File: src/rtl/ddr_init_pkg.sv
// Package: shared encodings for the DDR power-up sequencer.
// Assumes a four-wire command bus ordered {cs_n, ras_n, cas_n, we_n}.
package ddr_init_pkg;

    // Command codes on {cs_n, ras_n, cas_n, we_n}
    typedef enum logic [3:0] {
        CMD_LMR = 4'b0000,
        CMD_REF = 4'b0001,
        CMD_PRE = 4'b0010,
        CMD_NOP = 4'b0111
    } ddr_cmd_e;

    // Sequencer states; command states last one cycle, GAP states hold NOP
    typedef enum logic [4:0] {
        ST_HOLD      = 5'd0,
        ST_PWR_WAIT  = 5'd1,
        ST_CKE_NOP   = 5'd2,
        ST_PRE_A     = 5'd3,
        ST_GAP_RP_A  = 5'd4,
        ST_EMR       = 5'd5,
        ST_GAP_MRD_A = 5'd6,
        ST_MR_DLLRST = 5'd7,
        ST_GAP_MRD_B = 5'd8,
        ST_PRE_B     = 5'd9,
        ST_GAP_RP_B  = 5'd10,
        ST_REF_A     = 5'd11,
        ST_GAP_RFC_A = 5'd12,
        ST_REF_B     = 5'd13,
        ST_GAP_RFC_B = 5'd14,
        ST_MR_RUN    = 5'd15,
        ST_GAP_MRD_C = 5'd16,
        ST_LOCK_WAIT = 5'd17,
        ST_READY     = 5'd18
    } seq_state_e;

    // Address bit that selects all banks on a precharge
    localparam int ALL_BANK_BIT = 10;

    // Larger of two integers, for counter sizing
    function automatic int imax(input int a, input int b);
        return (a > b) ? a : b;
    endfunction

endpackage

File: src/rtl/ddr_init_timer.sv
// Module: ddr_init_timer
// Down-counter that measures every wait of the sequence (power-up hold-off
// and the tRP / tMRD / tRFC gaps). A load sets the remaining count; the
// counter then decrements to zero and holds there.
// Assumes loads only arrive once the previous wait has run out.
module ddr_init_timer #(
    parameter int CNT_W = 16
) (
    input  logic             clk,
    input  logic             rst_n,
    input  logic             load,
    input  logic [CNT_W-1:0] load_val,
    output logic             cnt_zero
);

    logic [CNT_W-1:0] cnt_q;

    // Count register: load, else decrement towards zero
    always_ff @(posedge clk) begin
        if (!rst_n) begin
            cnt_q <= '0;
        end else if (load) begin
            cnt_q <= load_val;
        end else if (cnt_q != '0) begin
            cnt_q <= cnt_q - CNT_W'(1);
        end
    end

    assign cnt_zero = (cnt_q == '0);

    // a new wait never cuts an unfinished one short

    load_when_idle_chk: assert property (@(posedge clk) disable iff (!rst_n)
        load |-> cnt_zero);

    // the count only moves downwards unless reloaded

    no_wrap_chk: assert property (@(posedge clk) disable iff (!rst_n)
        (!load && cnt_zero) |=> cnt_zero);

endmodule

File: src/rtl/ddr_init_dll_cnt.sv
// Module: ddr_init_dll_cnt
// Measures the DLL lock time that must pass after the DLL-reset mode load.
// lock_ok is high once LOCK_CYC cycles have passed after the arm cycle, and
// it stays high until reset.
// Assumes arm is pulsed exactly once per sequence.
module ddr_init_dll_cnt #(
    parameter int LOCK_CYC = 200
) (
    input  logic clk,
    input  logic rst_n,
    input  logic arm,
    output logic lock_ok
);

    localparam int LCK_W = $clog2(LOCK_CYC + 1);

    logic [LCK_W-1:0] left_q;
    logic             armed_q;

    // Arm flag: marks that the DLL-reset load has been issued
    always_ff @(posedge clk) begin
        if (!rst_n) armed_q <= 1'b0;
        else if (arm) armed_q <= 1'b1;
    end

    // Remaining lock cycles, saturating at zero
    always_ff @(posedge clk) begin
        if (!rst_n) begin
            left_q <= '0;
        end else if (arm) begin
            left_q <= LCK_W'(LOCK_CYC);
        end else if (left_q != '0) begin
            left_q <= left_q - LCK_W'(1);
        end
    end

    assign lock_ok = armed_q && (left_q == '0);

    // once reached, the lock condition holds until reset

    lock_sticky_chk: assert property (@(posedge clk) disable iff (!rst_n)
        (lock_ok && !arm) |=> lock_ok);

    // the cycle after arming, the lock is never ok

    arm_not_ok_chk: assert property (@(posedge clk) disable iff (!rst_n)
        arm |=> !lock_ok);

endmodule

File: src/rtl/ddr_init_cmd_enc.sv
// Module: ddr_init_cmd_enc
// Maps the sequencer state onto the DDR command pins. Purely combinational
// (Moore): every pin is a function of the state register only, so the bus
// changes once per clock and no input reaches it directly.
// Assumes ADDR_W covers bit 10 and both mode-word control bits.
module ddr_init_cmd_enc
    import ddr_init_pkg::*;
#(
    parameter int              ADDR_W       = 13,
    parameter int              BA_W         = 2,
    parameter logic [ADDR_W-1:0] MODE_VAL     = 13'h0062,
    parameter logic [ADDR_W-1:0] EXT_MODE_VAL = 13'h0000,
    parameter int              DLL_RST_BIT  = 8,
    parameter int              DLL_DIS_BIT  = 0
) (
    input  seq_state_e        state,
    output logic              cke,
    output ddr_cmd_e          cmd,
    output logic [BA_W-1:0]   ba,
    output logic [ADDR_W-1:0] addr
);

    localparam logic [ADDR_W-1:0] RST_MASK   = ADDR_W'(1) << DLL_RST_BIT;
    localparam logic [ADDR_W-1:0] DIS_MASK   = ADDR_W'(1) << DLL_DIS_BIT;
    localparam logic [ADDR_W-1:0] WORD_EMR   = EXT_MODE_VAL & ~DIS_MASK;
    localparam logic [ADDR_W-1:0] WORD_DLLR  = MODE_VAL | RST_MASK;
    localparam logic [ADDR_W-1:0] WORD_RUN   = MODE_VAL & ~RST_MASK;
    localparam logic [ADDR_W-1:0] WORD_PALL  = ADDR_W'(1) << ALL_BANK_BIT;
    localparam logic [BA_W-1:0]   BANK_EMR   = BA_W'(1);

    // Clock enable: low only during the two power-up states
    always_comb begin
        cke = !((state == ST_HOLD) || (state == ST_PWR_WAIT));
    end

    // Command, bank and address decode per state
    always_comb begin
        cmd  = CMD_NOP;
        ba   = '0;
        addr = '0;
        unique case (state)
            ST_PRE_A, ST_PRE_B: begin
                cmd  = CMD_PRE;
                addr = WORD_PALL;
            end
            ST_EMR: begin
                cmd  = CMD_LMR;
                ba   = BANK_EMR;
                addr = WORD_EMR;
            end
            ST_MR_DLLRST: begin
                cmd  = CMD_LMR;
                addr = WORD_DLLR;
            end
            ST_REF_A, ST_REF_B: begin
                cmd  = CMD_REF;
            end
            ST_MR_RUN: begin
                cmd  = CMD_LMR;
                addr = WORD_RUN;
            end
            default: begin
                cmd  = CMD_NOP;
            end
        endcase
    end

endmodule

File: src/rtl/ddr_init_seq.sv
// Module: ddr_init_seq (top)
// Drives the DDR power-up sequence: CKE-low hold-off, CKE-high NOP,
// precharge-all, extended mode load (DLL on), mode load with DLL reset,
// precharge-all, two auto-refreshes, and a final mode load. Each gap is
// timed in cycles. init_done is raised once the last tMRD gap and the DLL
// lock count are both over, and it is held until reset.
// Assumes T_RP, T_MRD, T_RFC >= 2 and start is a stable level.
module ddr_init_seq
    import ddr_init_pkg::*;
#(
    parameter int              CLK_MHZ      = 200,
    parameter int              PWR_WAIT_US  = 200,
    parameter int              T_RP         = 3,
    parameter int              T_MRD        = 2,
    parameter int              T_RFC        = 15,
    parameter int              DLL_LOCK_CYC = 200,
    parameter int              ADDR_W       = 13,
    parameter int              BA_W         = 2,
    parameter logic [ADDR_W-1:0] MODE_VAL     = 13'h0062,
    parameter logic [ADDR_W-1:0] EXT_MODE_VAL = 13'h0000
) (
    input  logic              clk,
    input  logic              rst_n,
    input  logic              start,
    output logic              cke,
    output logic              cs_n,
    output logic              ras_n,
    output logic              cas_n,
    output logic              we_n,
    output logic [BA_W-1:0]   ba,
    output logic [ADDR_W-1:0] addr,
    output logic              init_done
);

    localparam int PWR_CYC = CLK_MHZ * PWR_WAIT_US;
    localparam int MAX_WAIT = imax(imax(PWR_CYC, T_RP), imax(T_MRD, T_RFC));
    localparam int CNT_W = $clog2(MAX_WAIT + 1);
    localparam logic [CNT_W-1:0] LD_PWR = CNT_W'(PWR_CYC - 1);
    localparam logic [CNT_W-1:0] LD_RP  = CNT_W'(T_RP - 2);
    localparam logic [CNT_W-1:0] LD_MRD = CNT_W'(T_MRD - 2);
    localparam logic [CNT_W-1:0] LD_RFC = CNT_W'(T_RFC - 2);

    seq_state_e       state_q;
    seq_state_e       state_d;
    logic             tmr_load;
    logic [CNT_W-1:0] tmr_val;
    logic             tmr_zero;
    logic             dll_arm;
    logic             dll_ok;
    ddr_cmd_e         cmd;

    // Wait timer shared by all gaps
    ddr_init_timer #(
        .CNT_W (CNT_W)
    ) u_timer (
        .clk      (clk),
        .rst_n    (rst_n),
        .load     (tmr_load),
        .load_val (tmr_val),
        .cnt_zero (tmr_zero)
    );

    // DLL lock counter started by the DLL-reset load
    ddr_init_dll_cnt #(
        .LOCK_CYC (DLL_LOCK_CYC)
    ) u_dll (
        .clk     (clk),
        .rst_n   (rst_n),
        .arm     (dll_arm),
        .lock_ok (dll_ok)
    );

    // Command pin decode
    ddr_init_cmd_enc #(
        .ADDR_W       (ADDR_W),
        .BA_W         (BA_W),
        .MODE_VAL     (MODE_VAL),
        .EXT_MODE_VAL (EXT_MODE_VAL),
        .DLL_RST_BIT  (8),
        .DLL_DIS_BIT  (0)
    ) u_enc (
        .state (state_q),
        .cke   (cke),
        .cmd   (cmd),
        .ba    (ba),
        .addr  (addr)
    );

    assign {cs_n, ras_n, cas_n, we_n} = cmd;
    assign init_done = (state_q == ST_READY);
    assign dll_arm   = (state_q == ST_MR_DLLRST);

    // Timer load: on start acceptance and on every timed command
    always_comb begin
        tmr_load = 1'b0;
        tmr_val  = '0;
        unique case (state_q)
            ST_HOLD: begin
                tmr_load = start;
                tmr_val  = LD_PWR;
            end
            ST_PRE_A, ST_PRE_B: begin
                tmr_load = 1'b1;
                tmr_val  = LD_RP;
            end
            ST_EMR, ST_MR_DLLRST, ST_MR_RUN: begin
                tmr_load = 1'b1;
                tmr_val  = LD_MRD;
            end
            ST_REF_A, ST_REF_B: begin
                tmr_load = 1'b1;
                tmr_val  = LD_RFC;
            end
            default: begin
                tmr_load = 1'b0;
            end
        endcase
    end

    // Next-state logic: fixed command list, gaps leave when the timer ends
    always_comb begin
        state_d = state_q;
        unique case (state_q)
            ST_HOLD:      if (start) state_d = ST_PWR_WAIT;
            ST_PWR_WAIT:  if (tmr_zero) state_d = ST_CKE_NOP;
            ST_CKE_NOP:   state_d = ST_PRE_A;
            ST_PRE_A:     state_d = ST_GAP_RP_A;
            ST_GAP_RP_A:  if (tmr_zero) state_d = ST_EMR;
            ST_EMR:       state_d = ST_GAP_MRD_A;
            ST_GAP_MRD_A: if (tmr_zero) state_d = ST_MR_DLLRST;
            ST_MR_DLLRST: state_d = ST_GAP_MRD_B;
            ST_GAP_MRD_B: if (tmr_zero) state_d = ST_PRE_B;
            ST_PRE_B:     state_d = ST_GAP_RP_B;
            ST_GAP_RP_B:  if (tmr_zero) state_d = ST_REF_A;
            ST_REF_A:     state_d = ST_GAP_RFC_A;
            ST_GAP_RFC_A: if (tmr_zero) state_d = ST_REF_B;
            ST_REF_B:     state_d = ST_GAP_RFC_B;
            ST_GAP_RFC_B: if (tmr_zero) state_d = ST_MR_RUN;
            ST_MR_RUN:    state_d = ST_GAP_MRD_C;
            ST_GAP_MRD_C: if (tmr_zero) state_d = ST_LOCK_WAIT;
            ST_LOCK_WAIT: if (dll_ok) state_d = ST_READY;
            ST_READY:     state_d = ST_READY;
            default:      state_d = ST_HOLD;
        endcase
    end

    // State register with synchronous reset
    always_ff @(posedge clk) begin
        if (!rst_n) state_q <= ST_HOLD;
        else        state_q <= state_d;
    end

    // the edge after reset shows the power-up idle bus

    reset_idle_chk: assert property (@(posedge clk) disable iff (!rst_n)
        $past(!rst_n) |-> (!cke && !init_done && (cmd == CMD_NOP)));

    // no executable command while clock enable is low

    cke_low_nop_chk: assert property (@(posedge clk) disable iff (!rst_n)
        !cke |-> (cmd == CMD_NOP));

    // init_done never rises before the DLL lock count has expired

    done_after_lock_chk: assert property (@(posedge clk) disable iff (!rst_n)
        $rose(init_done) |-> dll_ok);

    // init_done is sticky

    done_sticky_chk: assert property (@(posedge clk) disable iff (!rst_n)
        init_done |=> init_done);

    // after completion only NOP with clock enable high

    done_quiet_chk: assert property (@(posedge clk) disable iff (!rst_n)
        init_done |-> (cke && (cmd == CMD_NOP)));

endmodule

File: config.mk
export PLATFORM = sky130hd
export DESIGN_NAME = ddr_init_seq
export DESIGN_NICKNAME = d
export VERILOG_FILES = /design/src/rtl/ddr_init_pkg.sv /design/src/rtl/ddr_init_timer.sv /design/src/rtl/ddr_init_dll_cnt.sv /design/src/rtl/ddr_init_cmd_enc.sv /design/src/rtl/ddr_init_seq.sv
export SDC_FILE = /design/constraint.sdc
export NUM_CORES = 1
export LEC_CHECK = 0
export BUFFER_PORTS_ARGS = -buffer_cell sky130_fd_sc_hd__buf_2
export CAP_MARGIN = 5
export CORE_MARGIN = 2
export CORE_UTILIZATION = 59
export CTS_BUF_LIST = sky130_fd_sc_hd__clkbuf_4
export CTS_CLUSTER_DIAMETER = 60
export DETAILED_ROUTE_END_ITERATION = 10
export PLACE_DENSITY = 0.86
export SETUP_SLACK_MARGIN = 0.4
export SLEW_MARGIN = 25
export SYNTH_ARGS = -nofsm -noshare
export SYNTH_HDL_FRONTEND = slang
export SYNTH_SLANG_ARGS = --single-unit
export TNS_END_PERCENT = 30
File: constraint.sdc
create_clock -name clk -period 2.41 [get_ports clk]
set_input_delay 0.482 -clock clk [delete_from_list [all_inputs] [get_ports clk]]
set_output_delay 0.482 -clock clk [all_outputs]
set_load 0.01 [all_outputs]
==> results of run 1 <==
==> layer usage <==
layer	routed length [um]	GRT usage	vias up	share of wire
met4	109	0.1030	0	0.028
met2	1893	0.3708	46	0.49
met1	1689	0.2885	737	0.43
met3	203	0.06154	13	0.052
met5	0	0	-	0
li1	-	-	825	-
==> placed cells by master, fill, tap and decap left out, types with 2 or more instances in the layout <==
cell,Yosys,layout
a211oi_1,3,2
a21o_1,3,3
a21oi_1,23,23
and2_1,2,2
buf_2,1,13
buf_4,12,10
buf_6,0,3
clkbuf_4,0,6
conb_1,1,10
dfxtp_1,30,27
dfxtp_2,0,3
ha_1,3,3
inv_1,8,7
mux2i_1,2,2
nand2_1,23,23
nand2b_1,7,7
nand3_1,11,11
nand4_1,3,3
nor2_1,20,20
nor3_1,7,6
o211ai_1,3,3
o21ai_0,6,6
o31ai_1,3,3
or3_1,6,5
or4_1,5,5
xnor2_1,8,8
xor2_1,5,5
==> registers in the layout (all words and copies together) (netlist names) <==
| name | flops |
|---|---|
| state_q | 5 |
| u_dll.armed_q | 1 |
| u_dll.left_q | 8 |
| u_timer.cnt_q | 16 |
==> power by group through the flow <==
| stage | logic (mW) | registers, mW | clock network (mW) |
|---|---|---|---|
| CTS | 1.40 | 0.818 | 0.300 |
| finish | 1.48 | 0.837 | 0.299 |
| detailed placement | 1.38 | 0.827 | 0 |
| floorplan | 1.07 | 0.793 | 0 |
| global placement | 1.34 | 0.816 | 0 |
| global route | 1.64 | 0.852 | 0.323 |
==> through the flow <==
stage	worst slack (ps)	instance area, um2
after floorplan	207.4	1775
after global placement	199.3	1826
after detailed placement	151.8	1826
after CTS	179.5	1889
after global routing	113.8	1951
final	182.2	1951
==> final timing paths <==
kind | start | to | slack, ps | cells past startpoint
setup reg to reg | u_timer.cnt_q[1] | u_timer.cnt_q[9] | 180 | 5
hold / removal | rst_n | state_q[3] | 480 | 3
setup / recovery | u_timer.cnt_q[1] | u_timer.cnt_q[9] | 180 | 5
hold reg to reg | u_dll.armed_q | u_dll.armed_q | 490 | 2
==> cell families after synthesis <==
kind of cell               synth area share
AOI/OAI and AO/OA                    0.1681
xor gates and xnor gates            0.06537
adders and majority gates           0.02155
buffers and inverters               0.08908
DFF                                  0.3448
muxes                               0.01149
other                              0.002153
and+or+nand+nor                      0.2974
==> area by class of cell <==
class,count,area [um2],area share
Multi-Input combinational cell,175,1044,0.5350
Sequential cell,30,604.3,0.3098
Timing Repair Buffer,26,173.9,0.08916
Clock buffer,6,45.04,0.02309
Tap cell,31,38.79,0.01988
Inverter,9,36.28,0.01860
Clock inverter,2,8.758,0.004490
==> worst register-to-register path, stage by stage, from the launching register on <==
cell,delay [ps]
dfxtp_2,340
or4_4,540
or3_4,380
or4_1,420
or4_1,400
o21ai_0,80
==> repair_timing <==
action	CTS	global route
endpoints found under the setup margin	8	15
pin swaps	0	3
setup buffers	0	4
gates resized for setup	4	10
hold buffers	0	0
==> metrics.md, run 1 <==
| Metric | Value |
|---|---|
| Tot GR Track Use | 0.2302 |
| Psw | 1.161 mW |
| Comb pwr share | 0.565 |
| Post-synth top area cell | dfxtp_1 |
| Primary FF master, synth | dfxtp_1 |
| Core area | 2781 um2 |
| Int Pwr | 1.451 mW |
| Hold crit path type | input pin to flip-flop |
| Largest net degree at the start of global routing | 13 |
| Synth top area share | 0.3448 |
| Vias in the first global route | 1407 |
| First-pass GRT wire length | 6030 um |
| Number of I/O port buffers | 13 |
| Max-Cap Viols | 0 |
| Crit share post-route | 0.9244 |
| Pwr/cell area | 1339 nW/um2 |
| FILL cells | 227 |
| Cell Area, Synth | 1742 um2 |
| DRT Pass-1 Iters | 4 |
| Residual DRC | 0 |
| ANT cells | 0 |
| Post-synth EDFFs | 0 |
| Leak | 0.8334 nW |
| WP data arrival | 2490 ps |
| Setup-failing EPs final | 0 |
| Slew Viols, Final | 0 |
| WL per Instance | 13.96 um |
| Core Util, Final | 0.7013 |
| Die width | 58.33 um |
| RSZ-0062 raised after global routing | true |
| CTS tree | built |
| Share of post-route cells with drive strength above 1 | 0.1935 |
| Syn_area_per_cell | 7.741 um2 |
| Most instantiated cells after synthesis | dfxtp_1, a21oi_1, nand2_1, nor2_1, buf_4 |
| Initial core utilization | 0.6262 |
| Critical path's slowest cell | or4_4 |
| Flop pwr share | 0.320 |
| Max FO, Critical Path | 6 |
| Reg clk slew, reported paths | 100 ps |
| Yosys warnings | 0 |
| CP Capture Type | flip-flop |
| Sink Count | 30 |
| Setup CP Type | flip-flop to flip-flop |
| Most frequent cell after synthesis | dfxtp_1 |
| Die H | 58.33 um |
| Die area | 3402 um2 |
| # placed instances | 267 |
| Final WL | 3895 um |
| Worst hold slack | 483.5 ps |
| CP top delay family | simple AND/OR/NAND/NOR gates |
| Sw frac | 0.4444 |
| DR iter-0 viols | 74 |
| Clock buffer depth | 2 |
| FF+latch count, synth | 30 |
| Yosys cell types | 47 |
| WP buf/inv | 0 |
| Ranking of synthesized cells by area | dfxtp_1, a21oi_1, buf_4 |
| WP data required | 2670 ps |
| Setup TNS | 0 ps |
| Ports | 24 |
| Clock power share | 0.114 |
| Worst skew pair latency | 340 ps |
| Top cell by count, worst path | or4_1 |
| Hold Fails Final Rpt | 0 |
| Area Growth Syn to Fin | 12.00% |
| Sequential fraction of the synthesis area | 0.3448 |
| Htree depth | 2 |
| GPL Wtd Cong | 0.8334 |
| Nets | 253 |
| Clock skew | 11.79 ps |
| Non-Filler Instances | 279 |
| Floorplan row count | 19 |
| Fmax | 448.9 MHz |
| Post-route ant nets | 0 |
| Post-layout min period | 2228 ps |
| GR Overflow Total | 0 |
| Max VDD drop | 0.9035 mV |
| Slowest stage delay, CP | 540 ps |
| Async SR Flop Fraction | 0 |
| Startpoint Class | flip-flop |
| Vias per std cell | 5.810 |
| Design Power | 2.612 mW |
| Via Count | 1621 |
| Initial antenna violation count | 0 |
| Detailed placer's ending HPWL | 2676 um |
| Critical path cell sequence | or4_4 > or3_4 > or4_1 > or4_1 > o21ai_0 |
| Cells after Synth | 225 |
| Outcome | completed |
| CTS buffer count | 5 |
| Clock root buffer master | clkbuf_4 |
(Power assumes the default switching activity.)
==> run 2: changes to the inputs <==
--- a/config.mk
+++ b/config.mk
@@ -5,14 +5,15 @@
 export SDC_FILE = /design/constraint.sdc
 export NUM_CORES = 1
 export LEC_CHECK = 0
+export ABC_AREA = 1
 export BUFFER_PORTS_ARGS = -buffer_cell sky130_fd_sc_hd__buf_2
 export CAP_MARGIN = 5
 export CORE_MARGIN = 2
-export CORE_UTILIZATION = 59
+export CORE_UTILIZATION = 40
 export CTS_BUF_LIST = sky130_fd_sc_hd__clkbuf_4
 export CTS_CLUSTER_DIAMETER = 60
 export DETAILED_ROUTE_END_ITERATION = 10
-export PLACE_DENSITY = 0.86
+export PLACE_DENSITY = 0.62
 export SETUP_SLACK_MARGIN = 0.4
 export SLEW_MARGIN = 25
 export SYNTH_ARGS = -nofsm -noshare
==> metrics.md, run 2 <==
| Metric | Value |
|---|---|
| R2r setup slk | 740 ps |
| Die H | 76.58 um |
| Via Count | 1900 |
| Setup-failing EPs final | 0 |
| Ranking of synthesized cells by area | dfxtp_1, nand2_1, nor2_1 |
| Die area | 5864 um2 |
| Clock skew | 20.09 ps |
| Critical path origin | state_q[1] |
| Final instance area | 2351 um2 |
| Tot GR Track Use | 0.1593 |
| Max VDD drop | 0.5138 mV |
| Max-Cap Viols | 0 |
| Hold crit path type | flip-flop to flip-flop |
| Post-layout min period | 1939 ps |
| Async SR Flop Fraction | 0 |
| Die width | 76.58 um |
| Share of post-route cells with drive strength above 1 | 0.2404 |
| WP buf/inv | 1 |
| WL per Instance | 10.79 um |
| CTS tree | built |
| Most frequent cell after synthesis | nand2_1 |
| Setup CP Type | flip-flop to output pin |
| Critical path cell sequence | nand2_4 > nor2_4 > nand2_2 > nand2_4 > nor2_4 > nand2_4 > nand2_1 > buf_2 |
| Clock root buffer master | clkbuf_4 |
| Largest net degree at the start of global routing | 11 |
| Area occupied by multi-input gates | 1286 um2 |
| Flip-flop and latch area | 616.8 um2 |
| Synth top area share | 0.2850 |
| DR iter-0 viols | 106 |
| Commonest cells after routing, fill and taps aside | nand2_1, nor2_1, inv_1, dfxtp_1, a21oi_1 |
| ANT cells | 0 |
| Critical path's slowest cell | dfxtp_4 |
| WHS Endpoint | u_dll.left_q[0] |
| R2R depth | 7 |
| Worst skew pair latency | 330 ps |
| Most instantiated cells after synthesis | nand2_1, nor2_1, inv_1, dfxtp_1, a21oi_1 |
| Hold Fails Final Rpt | 0 |
| Top cell by count, worst path | nand2_4 |
| Number of I/O port buffers | 13 |
| Largest regs | u_timer.cnt_q (16), u_dll.left_q (8), state_q (5) |
| First-pass GRT wire length | 7638 um |
| PnR worst setup slack | 471.0 ps |
| Vias per std cell | 4.668 |
| Initial core utilization | 0.4125 |
| Fmax | 515.7 MHz |
| Leak | 1.183 nW |
| DRT Pass-1 Iters | 4 |
| Ports | 24 |
| Setup TNS | 0 ps |
| Sequential fraction of the synthesis area | 0.2850 |
| Syn_area_per_cell | 6.689 um2 |
| FILL cells | 546 |
| Primary FF master, synth | dfxtp_1 |
| Met3 wire length | 178 um |
| Crit share post-route | 0.8046 |
| Area of placed instances | 2196 um2 |
| Yosys warnings | 0 |
| Hold depth | 1 |
| Final WL | 4390 um |
| Post-synth top area cell | dfxtp_1 |
| Worst R2R End | u_timer.cnt_q[2] |
| Initial antenna violation count | 0 |
| Top reg by flops | u_timer.cnt_q |
| Area Growth Syn to Fin | 11.58% |
| CP top delay family | simple AND/OR/NAND/NOR gates |
| Residual DRC | 0 |
| Outcome | completed |
| RSZ-0062 raised after global routing | true |
| Htree depth | 2 |
| Pwr/cell area | 1231 nW/um2 |
| CTS buffer count | 5 |
| Nets | 342 |
| Clock buffer depth | 2 |
| M1 WL | 2083 um |
| Post-route ant nets | 0 |
| Vias in the first global route | 1771 |
| GPL Wtd Cong | 0.9382 |
| Max FO, Critical Path | 4 |
| Floorplan row count | 26 |
| Cell Area, Synth | 2107 um2 |
| CP Capture Type | output pin |
| WP data arrival | 1460 ps |
| Sink Count | 30 |
| Commonest non-fill, non-tap cell in the layout | nand2_1 |
| Met2 WL post-DR | 2096 um |
| Largest register FFs | 16 |
| Worst hold slack | 456.5 ps |
| DR top layer | met4 |
| Startpoint Class | flip-flop |
| WP data required | 1930 ps |
| Slew Viols, Final | 0 |
| Hold Buf Count CTS | 0 |
| Post-synth EDFFs | 0 |
| Reg clk slew, reported paths | 100 ps |
| Cells after Synth | 315 |
| GR Overflow Total | 0 |
| Detailed placer's ending HPWL | 3435 um |
| Reg2reg start | u_timer.cnt_q[1] |
| Yosys cell types | 34 |
| Pre-CTS setup slack | 638.9 ps |
| Core area | 5107 um2 |
| Slowest stage delay, CP | 410 ps |
| Worst Hold Launch | u_dll.left_q[0] |
| FF+latch count, synth | 30 |
[run 2: changes by cell type after synthesis, sizes merged, moves of 8 or more]
cell,previous run,this run
nand3,11,19
inv,8,52
nand2,23,69
nor2,20,66
[run 2: final cells by class]
cell class / count / share of cell area
sequential: 30 / 0.2624
tap: 70 / 0.03725
clock buffer: 6 / 0.01916
multi-input combinational: 228 / 0.5471
timing repair buffer: 18 / 0.04364
clock inverter: 2 / 0.003725
inverter: 53 / 0.08675
[run 2: worst max-delay path by stage]
stage / end / cells after the start
finish: we_n / 8
global route: we_n / 8
CTS: cke / 7
detailed placement: we_n / 8
global placement: we_n / 8
floorplan: addr[5] / 5
[run 2: power breakdown]
part,internal [mW],total [mW],leakage (nW),switching [mW]
clock,0.121,0.296,0.0331,0.175
sequential,0.684,0.834,0.250,0.150
combinational,0.636,1.76,0.899,1.13
[run 2: kinds of logic (layout without fill, tap and decap cells)]
| group | count (synthesis) | after routing | share of synthesized area |
|---|---|---|---|
| xor gates and xnor gates | 8 | 8 | 0.03326 |
| and+or+nand+nor | 169 | 169 | 0.4133 |
| AOI/OAI and AO/OA | 38 | 38 | 0.1057 |
| adders and majority gates | 3 | 3 | 0.01782 |
| DFF | 30 | 30 | 0.2850 |
| other | 1 | 10 | 0.001780 |
| buffers and inverters | 66 | 79 | 0.1431 |
[run 2: layer usage]
metal,up-vias,GRT usage
li1,1018,-
met1,838,0.2034
met2,42,0.2646
met3,2,0.03555
met4,0,0.05455
met5,-,0
[run 2: per-stage QoR]
| step | total power [mW] | std cells | utilization |
|---|---|---|---|
| after floorplan | 2.221 | 324 | - |
| after global placement | 2.530 | 394 | 0.4299 |
| after detailed placement | 2.544 | 394 | 0.4299 |
| after CTS | 2.859 | 402 | 0.4446 |
| after global routing | 3.211 | 407 | 0.4603 |
| final | 2.893 | 407 | 0.4603 |
[run 2: timing repair]
item / in CTS / in global routing
pin swaps: 0 / 8
setup buffers: 0 / 5
gates resized for setup: 9 / 14
setup endpoints to repair: 4 / 3
[run 2: worst reg2reg max path, delay by kind of cell (launching register included)]
kind,cells,cell delay [ps]
AOI/OAI and AO/OA,1,420
adders and majority gates,1,170
buffers and inverters,1,130
DFF,1,310
and+or+nand+nor,4,530
